## src/rtl/simd_mul_pkg.sv

```systemverilog
package simd_mul_pkg;
  localparam int unsigned OP_W = 4;

  typedef enum logic [2:0] {
    K_MUL2H = 3'd0,
    K_MUL4B = 3'd1,
    K_MULHL = 3'd2,
    K_MULHH = 3'd3,
    K_SUM2H = 3'd4,
    K_DIF2H = 3'd5,
    K_DOT4B = 3'd6,
    K_BAD   = 3'd7
  } kind_e;

  typedef struct packed {
    logic  valid;
    logic  err;
    logic  sgn;
    kind_e kind;
  } ctrl_t;
endpackage

```

## src/rtl/simd_mul_decode.sv

```systemverilog
module simd_mul_decode
  import simd_mul_pkg::*;
(
  input  logic            valid_i,
  input  logic [OP_W-1:0] op_i,
  output ctrl_t           ctrl_o
);
  always_comb begin
    ctrl_o.valid = valid_i;
    ctrl_o.sgn   = op_i[OP_W-1];
    ctrl_o.kind  = kind_e'(op_i[2:0]);
    ctrl_o.err   = valid_i && (op_i[2:0] == K_BAD);
  end
endmodule

```

## src/rtl/simd_mul_lanes.sv

```systemverilog
module simd_mul_lanes
  import simd_mul_pkg::*;
#(
  parameter int unsigned DATA_W = 32,
  parameter int unsigned HALF_W = DATA_W / 2,
  parameter int unsigned BYTE_W = 8,
  parameter int unsigned NH     = DATA_W / HALF_W,
  parameter int unsigned NB     = DATA_W / BYTE_W
) (
  input  logic                           clk_i,
  input  logic                           rst_ni,
  input  ctrl_t                          ctrl_i,
  input  logic [DATA_W-1:0]              a_i,
  input  logic [DATA_W-1:0]              b_i,
  output ctrl_t                          ctrl_o,
  output logic [NH-1:0][2*HALF_W-1:0]    hprod_o,
  output logic [NB-1:0][2*BYTE_W-1:0]    bprod_o,
  output logic [DATA_W-1:0]              wprod_o
);
  localparam int unsigned HP_W = 2 * HALF_W;
  localparam int unsigned BP_W = 2 * BYTE_W;
  localparam int unsigned WP_W = HALF_W + DATA_W;

  always_ff @(posedge clk_i or negedge rst_ni) begin
    if (!rst_ni) ctrl_o <= '0;
    else         ctrl_o <= ctrl_i;
  end

  // halfword lanes: product computed at output width, low bits exact for both signs
  for (genvar h = 0; h < NH; h++) begin : g_half
    logic [HALF_W-1:0] la, lb;
    logic [HP_W-1:0]   ea, eb, p;
    assign la = a_i[h*HALF_W +: HALF_W];
    assign lb = b_i[h*HALF_W +: HALF_W];
    assign ea = {{(HP_W-HALF_W){ctrl_i.sgn & la[HALF_W-1]}}, la};
    assign eb = {{(HP_W-HALF_W){ctrl_i.sgn & lb[HALF_W-1]}}, lb};
    assign p  = ea * eb;
    always_ff @(posedge clk_i or negedge rst_ni) begin
      if (!rst_ni)           hprod_o[h] <= '0;
      else if (ctrl_i.valid) hprod_o[h] <= p;
    end
  end

  for (genvar b = 0; b < NB; b++) begin : g_byte
    logic [BYTE_W-1:0] la, lb;
    logic [BP_W-1:0]   ea, eb, p;
    assign la = a_i[b*BYTE_W +: BYTE_W];
    assign lb = b_i[b*BYTE_W +: BYTE_W];
    assign ea = {{(BP_W-BYTE_W){ctrl_i.sgn & la[BYTE_W-1]}}, la};
    assign eb = {{(BP_W-BYTE_W){ctrl_i.sgn & lb[BYTE_W-1]}}, lb};
    assign p  = ea * eb;
    always_ff @(posedge clk_i or negedge rst_ni) begin
      if (!rst_ni)           bprod_o[b] <= '0;
      else if (ctrl_i.valid) bprod_o[b] <= p;
    end
  end

  // mixed-width lane: halfword of A times full B, keep product bits above HALF_W
  logic [HALF_W-1:0] wsel;
  logic [WP_W-1:0]   wa, wb, wp;
  logic [DATA_W-1:0] wkeep;
  logic [HALF_W-1:0] unused_wlo;

  assign wsel = (ctrl_i.kind == K_MULHH) ? a_i[DATA_W-1 -: HALF_W] : a_i[HALF_W-1:0];
  assign wa   = {{(WP_W-HALF_W){ctrl_i.sgn & wsel[HALF_W-1]}}, wsel};
  assign wb   = {{(WP_W-DATA_W){ctrl_i.sgn & b_i[DATA_W-1]}}, b_i};
  assign wp   = wa * wb;
  assign {wkeep, unused_wlo} = wp;

  always_ff @(posedge clk_i or negedge rst_ni) begin
    if (!rst_ni)           wprod_o <= '0;
    else if (ctrl_i.valid) wprod_o <= wkeep;
  end
endmodule

```

## src/rtl/simd_mul_combine.sv

```systemverilog
module simd_mul_combine
  import simd_mul_pkg::*;
#(
  parameter int unsigned DATA_W = 32,
  parameter int unsigned HALF_W = DATA_W / 2,
  parameter int unsigned BYTE_W = 8,
  parameter int unsigned NH     = DATA_W / HALF_W,
  parameter int unsigned NB     = DATA_W / BYTE_W,
  parameter int unsigned RES_W  = 2 * DATA_W
) (
  input  logic                        clk_i,
  input  logic                        rst_ni,
  input  ctrl_t                       ctrl_i,
  input  logic [NH-1:0][2*HALF_W-1:0] hprod_i,
  input  logic [NB-1:0][2*BYTE_W-1:0] bprod_i,
  input  logic [DATA_W-1:0]           wprod_i,
  output logic                        valid_o,
  output logic [RES_W-1:0]            result_o,
  output logic                        err_o
);
  localparam int unsigned HP_W = 2 * HALF_W;
  localparam int unsigned BP_W = 2 * BYTE_W;

  logic [DATA_W-1:0] hsum, hdif, bsum;
  logic [RES_W-1:0]  hpack, bpack, res_d;

  always_comb begin
    hsum  = '0;
    hdif  = DATA_W'(hprod_i[0]);
    hpack = '0;
    for (int h = 0; h < NH; h++) begin
      hsum = hsum + DATA_W'(hprod_i[h]);
      if (h > 0) hdif = hdif - DATA_W'(hprod_i[h]);
      hpack[h*HP_W +: HP_W] = hprod_i[h];
    end
  end

  always_comb begin
    bsum  = '0;
    bpack = '0;
    for (int b = 0; b < NB; b++) begin
      bsum = bsum + {{(DATA_W-BP_W){ctrl_i.sgn & bprod_i[b][BP_W-1]}}, bprod_i[b]};
      bpack[b*BP_W +: BP_W] = bprod_i[b];
    end
  end

  always_comb begin
    unique case (ctrl_i.kind)
      K_MUL2H:          res_d = hpack;
      K_MUL4B:          res_d = bpack;
      K_MULHL, K_MULHH: res_d = RES_W'(wprod_i);
      K_SUM2H:          res_d = RES_W'(hsum);
      K_DIF2H:          res_d = RES_W'(hdif);
      K_DOT4B:          res_d = RES_W'(bsum);
      default:          res_d = '0;
    endcase
    if (!ctrl_i.valid || ctrl_i.err) res_d = '0;
  end

  always_ff @(posedge clk_i or negedge rst_ni) begin
    if (!rst_ni) begin
      valid_o  <= 1'b0;
      err_o    <= 1'b0;
      result_o <= '0;
    end else begin
      valid_o  <= ctrl_i.valid;
      err_o    <= ctrl_i.valid & ctrl_i.err;
      result_o <= res_d;
    end
  end
endmodule

```

## src/rtl/simd_mul_unit.sv

```systemverilog
module simd_mul_unit
  import simd_mul_pkg::*;
#(
  parameter int unsigned DATA_W = 32,
  parameter int unsigned BYTE_W = 8,
  localparam int unsigned HALF_W = DATA_W / 2,
  localparam int unsigned NH     = DATA_W / HALF_W,
  localparam int unsigned NB     = DATA_W / BYTE_W,
  localparam int unsigned RES_W  = 2 * DATA_W
) (
  input  logic              clk_i,
  input  logic              rst_ni,
  input  logic              in_valid_i,
  input  logic [OP_W-1:0]   op_i,
  input  logic [DATA_W-1:0] src_a_i,
  input  logic [DATA_W-1:0] src_b_i,
  output logic              out_valid_o,
  output logic [RES_W-1:0]  result_o,
  output logic              err_o
);
  ctrl_t                       ctrl_d, ctrl_q;
  logic [NH-1:0][2*HALF_W-1:0] hprod;
  logic [NB-1:0][2*BYTE_W-1:0] bprod;
  logic [DATA_W-1:0]           wprod;

  simd_mul_decode u_dec (
    .valid_i (in_valid_i),
    .op_i    (op_i),
    .ctrl_o  (ctrl_d)
  );

  simd_mul_lanes #(
    .DATA_W (DATA_W), .HALF_W (HALF_W), .BYTE_W (BYTE_W), .NH (NH), .NB (NB)
  ) u_lanes (
    .clk_i   (clk_i),
    .rst_ni  (rst_ni),
    .ctrl_i  (ctrl_d),
    .a_i     (src_a_i),
    .b_i     (src_b_i),
    .ctrl_o  (ctrl_q),
    .hprod_o (hprod),
    .bprod_o (bprod),
    .wprod_o (wprod)
  );

  simd_mul_combine #(
    .DATA_W (DATA_W), .HALF_W (HALF_W), .BYTE_W (BYTE_W), .NH (NH), .NB (NB), .RES_W (RES_W)
  ) u_comb (
    .clk_i    (clk_i),
    .rst_ni   (rst_ni),
    .ctrl_i   (ctrl_q),
    .hprod_i  (hprod),
    .bprod_i  (bprod),
    .wprod_i  (wprod),
    .valid_o  (out_valid_o),
    .result_o (result_o),
    .err_o    (err_o)
  );
endmodule

```

## config.mk

```make
export PLATFORM = sky130hd
export DESIGN_NAME = simd_mul_unit
export DESIGN_NICKNAME = d
export VERILOG_FILES = /design/src/rtl/simd_mul_pkg.sv /design/src/rtl/simd_mul_decode.sv /design/src/rtl/simd_mul_lanes.sv /design/src/rtl/simd_mul_combine.sv /design/src/rtl/simd_mul_unit.sv
export SDC_FILE = /design/constraint.sdc
export NUM_CORES = 2
export LEC_CHECK = 0
export ABC_CLOCK_PERIOD_IN_PS = 5250
export BUFFER_PORTS_ARGS = -buffer_cell sky130_fd_sc_hd__buf_4
export CAP_MARGIN = 20
export CELL_PAD_IN_SITES_DETAIL_PLACEMENT = 1
export CELL_PAD_IN_SITES_GLOBAL_PLACEMENT = 1
export CORE_MARGIN = 5
export CORE_UTILIZATION = 43
export DETAILED_ROUTE_END_ITERATION = 12
export GPL_TIMING_DRIVEN = 0
export PLACE_DENSITY_LB_ADDON = 0.08
export SYNTH_ARGS = -nofsm -noshare
export SYNTH_HDL_FRONTEND = slang
export SYNTH_SLANG_ARGS = --single-unit
```

## constraint.sdc

```tcl
create_clock -name clk_i -period 5.25 [get_ports clk_i]
set_input_delay 0.525 -clock clk_i [delete_from_list [all_inputs] [get_ports clk_i]]
set_output_delay 0.525 -clock clk_i [all_outputs]
set_load 0.05 [all_outputs]
```

# ---- After elaboration in Yosys (flattened, before gate mapping)
# Index checks and enable logic that the tools add are counted.
dict set report op_classes {
  order_cmp 0
  div 0
  n_bitwise 14
  n_eq_ne 8
  mux 3
  reduce_logical 5
  multipliers 7
  add_sub_neg 5
  shifts 0
}
# cell count
set op_table {}
lappend op_table {{64-bit case mux with 6 select lines} 1}
lappend op_table {{32-bit adder} 3}
lappend op_table {{17-bit by 17-bit multiplier with 32-bit output} 2}
lappend op_table {{9-bit by 9-bit multiplier with 16-bit output} 4}
lappend op_table {{64-bit two-way mux} 1}
lappend op_table {{17-bit by 33-bit multiplier with 48-bit output} 1}
lappend op_table {{32-bit subtractor} 1}
lappend op_table {{17-bit by 17-bit adder with 18-bit output} 1}
lappend op_table {{16-bit two-way mux} 1}
lappend op_table {{1-bit bitwise AND} 14}
lappend op_table {{3-bit equality test, second input constant} 4}
lappend op_table {{3-bit by 2-bit equality test with 1-bit output, second input constant} 3}
lappend op_table {{3-bit by 1-bit equality test with 1-bit output, second input constant} 1}
lappend op_table {{3-bit zero test} 1}
lappend op_table {{2-bit OR reduction} 1}
lappend op_table {{1-bit logical AND} 1}
lappend op_table {{1-bit zero test} 1}
lappend op_table {{1-bit logical OR} 1}
dict set report word_totals {
  memories 0
  mem_bits_ro 0
  ramBits 0
  out_inout_bits 66
  ff_bits 232
  latchBits 0
}

# ---- Depth between registers and ports, before layout
dict set report logic_depth {
  word_depth 6
  mapped_depth 30
  depth_no_buf 27
}

# ---- Cells and area by module
# A second synthesis with hierarchy kept.
dict set report hier_totals {
  hier_cells 6424
  area_unflattened_um2 60018.8
}
# module instances cells_per_inst area_each_um2 seq_area_each_um2
set by_module_without_submodules {}
lappend by_module_without_submodules {simd_mul_lanes 1 5478 52332.7 4053.9}
lappend by_module_without_submodules {simd_mul_combine 1 940 7639.8 1651.6}
lappend by_module_without_submodules {simd_mul_decode 1 6 46.3 0.0}

# ---- Worst setup path before layout
# Ideal clock, no wire load.
dict set report synth_timing {
  path_kind {input-to-reg}
  start {input port op_i[2]}
  end {register u_lanes.wprod_o[31]}
  setup_slack_ps -1991
  arrival_time_ps 7159
  path_buffers 2
  setup_time_ps 82
  required_time_ps 5168
  cell_stages 27
  cell_sequence {nand3b_4 -> buf_1 -> mux2_2 -> clkbuf_1 -> nand2_1 -> fa_1 -> inv_1 -> fa_1 -> inv_1 -> fa_1 -> inv_1 -> fa_1 -> fa_1 -> inv_1 -> fa_1 -> inv_1 -> ha_1 -> a21oi_1 -> o21ai_0 -> a2111oi_0 -> a31oi_1 -> o211ai_1 -> a21boi_0 -> o21ai_0 -> a21boi_0 -> or3_1 -> a31oi_1}
}
dict set report synth_between {
  elab_chain_len 4
}
# item line_no
set synth_lines {}
lappend synth_lines {{start, declared} simd_mul_unit.sv:14} ;# input logic [OP_W-1:0] op_i,
lappend synth_lines {{3-bit by 2-bit equality test with 1-bit output *} simd_mul_lanes.sv:64} ;# assign wsel = (ctrl_i.kind == K_MULHH) ? a_i[DATA_W-1 -: HALF_W] : a_i[HALF_W-1:0];
lappend synth_lines {{16-bit two-way mux *} simd_mul_lanes.sv:64}
lappend synth_lines {{1-bit bitwise AND} simd_mul_lanes.sv:65} ;# assign wa = {{(WP_W-HALF_W){ctrl_i.sgn & wsel[HALF_W-1]}}, wsel};
lappend synth_lines {{17-bit by 33-bit multiplier with 48-bit output *} simd_mul_lanes.sv:67} ;# assign wp = wa * wb;
lappend synth_lines {{end signal, assigned} simd_mul_lanes.sv:72} ;# else if (ctrl_i.valid) wprod_o <= wkeep;
lappend synth_lines {{end, declared} simd_mul_lanes.sv:18} ;# output logic [DATA_W-1:0] wprod_o
# Mark *: on every way between the ends. The rest lies on a longest branch, timed or not.
# A chain may end at the register's enable or synchronous reset.

# ---- Worst setup path in the final report
dict set report layout_timing {
  start {input port op_i[2]}
  end {register u_lanes.wprod_o[22]}
}
# Same word-level chain as after synthesis.

==> results.cfg <==
[worst_setup_path]
cpPeakStageDelay_ps = 580
critPathKind = in2reg
critPathLaunchType = input port
reg2reg_from = u_lanes.hprod_o[38]
rrSetupSlack_ps = 120
critPathSlowestCell = fa_2
critPathLaunch = op_i[2]
worstPathRequired_ps = 5700
cp-end-kind = flip-flop
worstPathArrival_ps = 7400
r2r_cells = 16
critPathMostFrequentCell = fa_2
r2r-end = u_comb.result_o[28]
critical_path_peak_fanout = 8
endpoint = u_lanes.wprod_o[22]

[cts]
cts_tree = yes
clock_latency_ps = 570
clock_path_buffers = 3
cts.reportedPaths.clkPinSlew_ps = 60
root_buffer = clkbuf_16
cts.sinks = 228
h-tree-depth = 1
cts_made_buffers = 27

[synth]
post_synth_num_cell_types = 71
yosysWarnings = 0
synth_nets = 8249
synth-async-reset-ratio_pct = 100.0
synthTopCellsByArea = fa_1 (43%), ha_1 (9.9%), dfrtp_1 (9.6%), inv_1 (9.5%), nand2_1 (4.6%)
yosys.area.top_type = fa_1
synth_flop_cell = dfrtp_1
synth-seq-area-share_pct = 9.554
synth-seq-cells = 228
synth_edf_count = 0
synth.cell_area_um2 = 59720
syn_inst = 6439
avgSynthCellArea_um2 = 9.274
synth_top_area_share_pct = 42.51

[min_path]
worstHoldPathType = in2reg

[sta]
fmax_mhz = 143.9
timing.final.crit_share_pct = 132.4
final-setup-viol-count = 80
setup_tns_ps = -68710
finClkSkew_ps = 31.82
finalWorstSetupSlack_ps = -1698
tightest_slew_ps = 1153
report.final.slew_viol_count = 0
rsz0062_at_grt = yes
hold_slack_ps = 93.94
hold_violations = 0
layout_min_cycle_time_ps = 6948
max-slew-margin-rel_pct = 23.14

[grt]
grtUsageTotal_pct = 32.34
grt_pass1_wl_um = 347700
grt_overflow = 0
grt_max_degree = 104
first_global_vias = 52695
antenna_found_initial = 23

[finish]
drive_gt1_share_pct = 18.19
fin_area_um2 = 71670
areaGrowthSynthToFinish_pct = 20.02
final_nets = 8623
final_cell_mix = inv_1 (1448), fa_1 (1219), nand2_1 (671), ha_1 (404), and2_1 (366)
final_common_cell = inv_1

[die]
row_count = 136
die_x_um = 382.7
io_pins = 137
fp.dieH_um = 382.7
core_um2 = 137800
die-area_um2 = 146400
start_util_pct = 43.33

[detailed_routing]
wl_per_cell_um = 27.35
drc_errors = 0
dr.pass1.iters = 5
routed_wl_um = 236400
antenna_left = 0
dr_total_vias = 46855
routed_via_density = 5.421
dr.first_iter.drc_count = 3087

[placement]
place_area_um2 = 64400
hpwl_um = 193700
numPortBuffers = 107
gp_congestion = 0.9281
place_ws_ps = -3338

[run_status]
violations = negative setup slack
status = finished, violations left

[run]
drv_cap = 0
-- per-stage QoR --
| step | util (%) | std cells |
|---|---|---|
| after floorplan | - | 6439 |
| after global placement | 46.64 | 8340 |
| after detailed placement | 46.73 | 8346 |
| after CTS | 51.00 | 8560 |
| after global routing | 51.98 | 8634 |
| final | 52.00 | 8643 |
-- cell usage after synthesis, types with 58 or more instances --
library cell and instances:
inv_1 1512, a21oi_1 195, mux2_2 111, a21o_1 81, xor2_1 68, o21ai_0 104
fa_1 1268, and2_1 379, xnor2_1 190, dfrtp_1 228, clkbuf_1 272, nor2b_1 93
mux2i_1 58, nand2_1 727, nor2_1 194, ha_1 471
-- per-layer routing --
metal  vias up  track usage (%)  part of all wire (%)
met4         2            10.76                   4.3
li1      20116                -                     -
met1     24929            43.11                    42
met2      1457            54.21                    47
met3       351            5.000                   6.5
met5         -                0                0.0055
-- worst min-delay path by stage --
stage                            startpoint                 to  cells past startpoint
final                            in_valid_i  u_lanes.ctrl_o[5]                      1
after floorplan                      rst_ni       u_comb.err_o                      0
after CTS                        in_valid_i  u_lanes.ctrl_o[5]                      1
after global placement    u_lanes.ctrl_o[5]     u_comb.valid_o                      0
after detailed placement  u_lanes.ctrl_o[5]     u_comb.valid_o                      0
after global routing             in_valid_i  u_lanes.ctrl_o[5]                      1
-- final cells by class --
type	instances	area, um2
diodes	15	37.54
plain buffers	276	3302
clock buffers	36	759.5
clock inverters	14	190.2
fillers	15341	66160
inverters	1512	5702
multi-input cells	4416	50470
flip-flops and latches	228	5709
well taps	1794	2245
repair buffers	352	3256
-- worst max-delay path, delay by kind of cell --
kind	cells	cell delay (ps)
muxes	2	720
AOI/OAI and AO/OA	6	1280
xor gates and xnor gates	1	190
adders and majority gates	7	3080
and+or+nand+nor	3	410
buffers and inverters	10	1120
-- timing repair --
item                                    4_1_cts  5_1_grt
pin swaps                                   194      216
buffers inserted                            164       73
endpoints found under the setup margin      112      101
hold buffers                                  1        0
resized for setup                           726      218
cloned                                        4        1
endpoints found under the hold margin        46        0
-- sequential cells by signal (all words and copies together) (netlist names) --
signal / flops
u_comb.valid_o: 1
u_lanes.hprod_o: 60
u_lanes.bprod_o: 64
u_lanes.ctrl_o: 6
u_lanes.wprod_o: 32
u_comb.err_o: 1
u_comb.result_o: 64
-- kinds of logic after synthesis --
| family | synth area share (%) |
|---|---|
| DFF | 9.554 |
| xor gates and xnor gates | 3.784 |
| buffers and inverters | 11.28 |
| muxes | 3.166 |
| adders and majority gates | 52.38 |
| and+or+nand+nor | 13.36 |
| AOI/OAI and AO/OA | 6.472 |
Power is not shown: default switching activity piles up to over one toggle a cycle in this logic, so the estimate is an artifact.
